File: src/rtl/txs_pkg.sv
package txs_pkg;

  typedef struct packed {
    logic       brk;
    logic       stick;
    logic       even;
    logic       par_en;
    logic       long_stop;
    logic [1:0] wlen;
  } lcfg_t;

  function automatic lcfg_t decode_lc(input logic [7:0] b);
    lcfg_t c;
    c.wlen      = b[1:0];
    c.long_stop = b[2];
    c.par_en    = b[3];
    c.even      = b[4];
    c.stick     = b[5];
    c.brk       = b[6];
    return c;
  endfunction

endpackage

File: src/rtl/txs_hold.sv
module txs_hold #(
  parameter int DW = 8
) (
  input  logic          clk,
  input  logic          rst_n,
  input  logic          wr_en,
  input  logic [DW-1:0] wr_data,
  input  logic          take,
  output logic          full,
  output logic [DW-1:0] q
);

  logic          full_d;
  logic [DW-1:0] q_d;

  always_comb begin
    full_d = full;
    q_d    = q;
    if (take) full_d = 1'b0;
    if (wr_en) begin
      full_d = 1'b1;
      q_d    = wr_data;
    end
  end

  always_ff @(posedge clk or negedge rst_n) begin
    if (!rst_n) begin
      full <= 1'b0;
      q    <= '0;
    end else begin
      full <= full_d;
      q    <= q_d;
    end
  end

endmodule

File: src/rtl/txs_framer.sv
module txs_framer
  import txs_pkg::*;
#(
  parameter int DW  = 8,
  parameter int TPB = 16,
  parameter int FW  = DW + 3,
  parameter int TCW = 8
) (
  input  lcfg_t          cfg,
  input  logic [DW-1:0]  data,
  output logic [FW-1:0]  frame,
  output logic [TCW-1:0] total
);

  int             nb;
  logic           par;
  logic [TCW-1:0] nbits;
  logic [TCW-1:0] stop_t;

  always_comb begin
    nb  = 5 + int'(cfg.wlen);
    par = 1'b0;
    for (int i = 0; i < DW; i++) begin
      if (i < nb) par = par ^ data[i];
    end
    if (!cfg.even) par = ~par;
    if (cfg.stick) par = ~cfg.even;

    frame    = '1;
    frame[0] = 1'b0;
    for (int j = 1; j < FW; j++) begin
      if (j <= nb) frame[j] = data[j-1];
      else if (cfg.par_en && j == nb + 1) frame[j] = par;
    end

    if (!cfg.long_stop)   stop_t = TCW'(TPB);
    else if (cfg.wlen == 2'b00) stop_t = TCW'(TPB + TPB / 2);
    else                  stop_t = TCW'(2 * TPB);

    nbits = TCW'(6) + TCW'(cfg.wlen) + TCW'(cfg.par_en);
    total = nbits * TCW'(TPB) + stop_t;
  end

endmodule

File: src/rtl/txs_shift.sv
module txs_shift #(
  parameter int FW  = 11,
  parameter int TPB = 16,
  parameter int TCW = 8,
  localparam int PW = (TPB > 1) ? $clog2(TPB) : 1
) (
  input  logic           clk,
  input  logic           rst_n,
  input  logic           tick,
  input  logic           load,
  input  logic [FW-1:0]  frame,
  input  logic [TCW-1:0] total,
  output logic           busy,
  output logic           bit_out
);

  logic [FW-1:0]  sr, sr_d;
  logic [PW-1:0]  phase, phase_d;
  logic [TCW-1:0] left, left_d;
  logic           busy_d;

  always_comb begin
    sr_d    = sr;
    phase_d = phase;
    left_d  = left;
    busy_d  = busy;
    if (load) begin
      sr_d    = frame;
      phase_d = '0;
      left_d  = total;
      busy_d  = 1'b1;
    end else if (busy && tick) begin
      if (phase == PW'(TPB - 1)) begin
        phase_d = '0;
        sr_d    = {1'b1, sr[FW-1:1]};
      end else begin
        phase_d = phase + 1'b1;
      end
      left_d = left - 1'b1;
      if (left == TCW'(1)) busy_d = 1'b0;
    end
  end

  always_ff @(posedge clk or negedge rst_n) begin
    if (!rst_n) begin
      sr    <= '1;
      phase <= '0;
      left  <= '0;
      busy  <= 1'b0;
    end else begin
      sr    <= sr_d;
      phase <= phase_d;
      left  <= left_d;
      busy  <= busy_d;
    end
  end

  assign bit_out = busy ? sr[0] : 1'b1;

endmodule

File: src/rtl/serial_char_tx.sv
module serial_char_tx
  import txs_pkg::*;
#(
  parameter int DW  = 8,
  parameter int TPB = 16
) (
  input  logic          clk,
  input  logic          rst_n,
  input  logic          tick16,
  input  logic          wr_en,
  input  logic [DW-1:0] wr_data,
  input  logic [7:0]    line_ctl,
  input  logic          loop_en,
  output logic          tx_line,
  output logic          loop_line,
  output logic          hold_empty,
  output logic          shift_empty
);

  localparam int FW  = DW + 3;
  localparam int TCW = $clog2(TPB * (DW + 4) + 1);

  logic [1:0]     rst_q;
  logic           rst_i;
  lcfg_t          cfg;
  logic           full;
  logic [DW-1:0]  held;
  logic           busy;
  logic           load;
  logic           bit_out;
  logic           stream;
  logic [FW-1:0]  frame;
  logic [TCW-1:0] total;

  always_ff @(posedge clk or negedge rst_n) begin
    if (!rst_n) rst_q <= 2'b00;
    else        rst_q <= {rst_q[0], 1'b1};
  end
  assign rst_i = rst_q[1];

  assign cfg  = decode_lc(line_ctl);
  assign load = full && !busy;

  txs_hold #(.DW(DW)) u_hold (
    .clk(clk), .rst_n(rst_i), .wr_en(wr_en), .wr_data(wr_data),
    .take(load), .full(full), .q(held)
  );

  txs_framer #(.DW(DW), .TPB(TPB), .FW(FW), .TCW(TCW)) u_framer (
    .cfg(cfg), .data(held), .frame(frame), .total(total)
  );

  txs_shift #(.FW(FW), .TPB(TPB), .TCW(TCW)) u_shift (
    .clk(clk), .rst_n(rst_i), .tick(tick16), .load(load),
    .frame(frame), .total(total), .busy(busy), .bit_out(bit_out)
  );

  assign stream      = cfg.brk ? 1'b0 : bit_out;
  assign tx_line     = loop_en ? 1'b1 : stream;
  assign loop_line   = loop_en ? stream : 1'b1;
  assign hold_empty  = !full;
  assign shift_empty = !busy;

endmodule

File: config.mk
export PLATFORM = sky130hd
export DESIGN_NAME = serial_char_tx
export DESIGN_NICKNAME = d
export VERILOG_FILES = /design/src/rtl/txs_pkg.sv /design/src/rtl/txs_hold.sv /design/src/rtl/txs_framer.sv /design/src/rtl/txs_shift.sv /design/src/rtl/serial_char_tx.sv
export SDC_FILE = /design/constraint.sdc
export NUM_CORES = 1
export LEC_CHECK = 0
export BUFFER_PORTS_ARGS = -buffer_cell sky130_fd_sc_hd__buf_2
export CAP_MARGIN = 10
export CORE_AREA = 3 3 87 48
export CTS_BUF_LIST = sky130_fd_sc_hd__clkbuf_8 sky130_fd_sc_hd__clkbuf_16
export DETAILED_ROUTE_END_ITERATION = 10
export DIE_AREA = 0 0 90 51
export HOLD_SLACK_MARGIN = 0.12
export PLACE_DENSITY_LB_ADDON = 0.15
export SLEW_MARGIN = 0
export SYNTH_ARGS = -nofsm -noshare
export SYNTH_HDL_FRONTEND = slang
export SYNTH_SLANG_ARGS = --single-unit
File: constraint.sdc
create_clock -name clk -period 1.3 [get_ports clk]
set_input_delay 0.26 -clock clk [delete_from_list [all_inputs] [get_ports clk]]
set_output_delay 0.26 -clock clk [all_outputs]
set_load 0.02 [all_outputs]
==> results.ini <==
[clock_tree]
cts_inserted_buffers = 5
h-tree-depth = 2
cts.path.max_buffers = 2
clock_latency_ns = 0.30
cts_tree = yes
cts_root_buf = clkbuf_8
clk_pin_slew_worst_paths_ns = 0.09
clkSinkCount = 35

[drt]
via_per_inst = 6.197
drt-initial-drc-count = 133
drtPass1Iterations = 5
detail-route-antenna-nets = 0
avgRoutedWirePerCell_microns = 23.85
vias = 2107
routed_wl_mm = 8.108
drc = 0

[yosys]
syn_nets = 231
synth_top_area_cell = dfrtp_1
synth_edf_count = 0
seq_area_frac_synth = 0.4569
syn_avg_cell_area_sq_um = 9.783
syn_area_sq_um = 1947
synth_top_area_frac = 0.3085
ys_ff_latch = 35
syn_inst = 199
synthArstFlopShare = 1.000
synthFlopType = dfrtp_1
ys_top_cells_by_area = dfrtp_1 31%, dfstp_2 15%, ha_1 6.4%, mux2_2 5.2%, nand2_1 5.2%
ys_types = 45
synth_warnings = 0

[timing]
grt_setup_unrepaired = true
hold_viol_final = 0
drv_slew = 0
finalSetupViolCount = 28
fin_worst_skew_ns = 0.01318
hold-worst-slack_ns = 0.1976
fin_crit_sh = 1.418
layout_min_cycle_time_ns = 1.844
fmaxAchievable_mhz = 542.4
layout_setup_ws_ns = -0.5436

[floorplan]
num_io_pins = 25
die_h_microns = 51
die_x_microns = 90
dieArea_sq_um = 4590
core-area_sq_um = 3416
row_count = 15
start_util = 0.5700

[layout]
drive_gt1_frac = 0.6228
syn_to_final_growth_pct = 65.81
fillers = 84
layout.nets = 320
post-route-util = 0.9451
finalInstanceArea_sq_um = 3228
num_antenna_cells = 0

[global_routing]
grt_pass1_vias = 2067
grt_max_degree = 34
grt_overflow = 0
grt.total_usage = 0.2801
antenna_found_initial = 0
grt_first_pass_wirelength_mm = 9.894

[place]
portBuffers = 23
pre_cts_ws_ns = -0.6896
dpl-instance-area_sq_um = 2540
place_congestion = 0.8617
dp_hpwl_mm = 3.348

[critical_path]
cp_cell_sequence = and3b_1 -> a211oi_2 -> nor2b_1 -> mux2_4 -> mux2i_4 -> a31oi_1
crit_fanout = 4
worstPathArrival_ns = 2.05
crit_path_start_kind = flip-flop
r2r_slack_ns = -0.54
worst_r2r_endpoint = u_shift.sr[8]
crit_required_ns = 1.51
worstReg2RegStart = u_hold.q[5]
cp_slowest_cell = dfrtp_1
cp_slowest_stage_delay_ns = 0.41
end_kind = flip-flop
r2r_cells = 6
critPathKind = reg2reg

[hold_path]
hold_start = wr_data[0]
min_to = u_hold.q[0]
hp-class = in2reg
hold_path_depth = 2

[run]
cap_violations = 0

[power]
power_density_nw_per_um2 = 1520
power_leakage_nw = 1.463
peakVddDrop_mv = 1.027

[run_status]
violations = negative setup slack
status = finished, violations left

==> repair_timing <==
| item | in CTS | in global routing |
|---|---|---|
| endpoints found under the setup margin | 28 | 28 |
| cloned | 1 | 0 |
| endpoints found under the hold margin | 2 | 0 |
| pin swaps | 32 | 16 |
| resized for setup | 64 | 54 |
| hold buffers | 1 | 0 |
| setup buffers | 9 | 15 |
==> stage by stage <==
step                      instances  TNS, ns  power, mW
after global placement          313   -4.965      2.979
final                           340   -8.360      4.907
after floorplan                 199   -3.665      2.521
after detailed placement        313   -5.981      3.066
after global routing            340   -9.866      5.109
after CTS                       332   -5.788      4.197
==> worst max-delay path: cells and delay by family (launching register included) <==
family	cells	cell delay, ns
AND/OR/NAND/NOR	2	0.39
multiplexers	2	0.52
flip-flops	1	0.41
AO/OA/AOI/OAI	2	0.44
==> sequential cells by signal, summed over array words and instances, names as in the netlist <==
| register | count |
|---|---|
| rst_q | 2 |
| u_shift.phase | 4 |
| u_hold.full | 1 |
| u_shift.left | 8 |
| u_hold.q | 8 |
| u_shift.busy | 1 |
| u_shift.sr | 11 |
==> how the worst max path moves through the flow <==
stage,from,end,slack [ns],depth (start not counted)
global route,u_hold.q[5],u_shift.sr[8],-0.67,6
finish,u_hold.q[5],u_shift.sr[8],-0.54,6
global placement,line_ctl[0],u_shift.sr[8],-0.60,9
floorplan,line_ctl[0],u_shift.sr[10],-0.54,9
detailed placement,line_ctl[0],u_shift.sr[8],-0.69,9
CTS,u_shift.left[4],u_shift.left[7],-0.50,5
==> cell families (layout without fill, tap and decap cells) <==
kind of cell    after synthesis  count (layout)  synth area share
simple gates                 71              71            0.1864
compound gates               39              39            0.1234
flops                        35              35            0.4569
buf+inv                      18             108           0.03599
xor+xnor                     13              13           0.05848
fa+ha+maj                    11              11           0.07455
mux                          11              11           0.06234
other cells                   1               1          0.001926
==> synth_stat cells, types with 2 or more instances <==
library cell,count
nand2_1,27
dfrtp_1,24
nor2_1,15
o21ai_0,14
dfstp_2,11
ha_1,10
inv_1,10
mux2_2,9
xnor2_1,9
a21oi_1,7
a31oi_1,7
clkbuf_1,6
and3_1,5
nand3_1,4
xor2_1,4
nand2b_1,3
buf_2,2
mux2i_1,2
nor2b_1,2
nor3_1,2
or3_1,2
==> area by class of cell <==
class                           count  area, sq um  share of cell area
Clock buffer                        6        93.84             0.02907
Sequential cell                    35        890.9              0.2760
Clock inverter                      2        13.76            0.004264
Timing Repair Buffer               90        752.0              0.2329
Inverter                           10        40.04             0.01240
Multi-Input combinational cell    146         1374              0.4256
Tap cell                           51        63.81             0.01977
==> cell usage in the layout (no fill, tap or decap), types with 2 or more instances in the layout <==
| master | synthesis | layout |
|---|---|---|
| nand3_1 | 4 | 3 |
| a21oi_1 | 7 | 4 |
| inv_1 | 10 | 8 |
| nor2_1 | 15 | 8 |
| xor2_1 | 4 | 2 |
| clkbuf_8 | 0 | 5 |
| nor2b_1 | 2 | 2 |
| nand2_2 | 1 | 7 |
| nand2b_1 | 3 | 2 |
| ha_1 | 10 | 6 |
| nand2_4 | 0 | 9 |
| o21ai_2 | 0 | 4 |
| buf_6 | 0 | 19 |
| dfstp_2 | 11 | 11 |
| or3_1 | 2 | 2 |
| xor2_2 | 0 | 2 |
| o21ai_1 | 0 | 6 |
| nand2_1 | 27 | 12 |
| a31oi_1 | 7 | 2 |
| mux2_2 | 9 | 8 |
| dfrtp_1 | 24 | 23 |
| o21ai_0 | 14 | 4 |
| buf_4 | 0 | 45 |
| buf_2 | 2 | 19 |
| nor2_4 | 0 | 6 |
| and3_1 | 5 | 4 |
| nor3_4 | 1 | 2 |
| ha_4 | 0 | 3 |
| buf_8 | 0 | 5 |
| a31oi_4 | 0 | 4 |
| a21oi_2 | 0 | 2 |
| xnor2_1 | 9 | 8 |
==> power breakdown <==
part / leakage, nW / total [mW] / internal (mW) / switching, mW
sequential: 0.392 / 1.89 / 1.53 / 0.359
combinational: 1.01 / 2.07 / 1.02 / 1.05
clock: 0.0563 / 0.954 / 0.495 / 0.459
total: 1.46 / 4.91 / 3.04 / 1.87
==> routing by layer <==
metal | vias up | GRT usage | wire (microns)
met5 | - | 0 | 0
met1 | 1017 | 0.2942 | 2916
met3 | 66 | 0.06912 | 669
met2 | 159 | 0.5253 | 3929
li1 | 865 | - | -
met4 | 0 | 0.1624 | 593
Note: power is estimated with default switching activity, not from simulation.
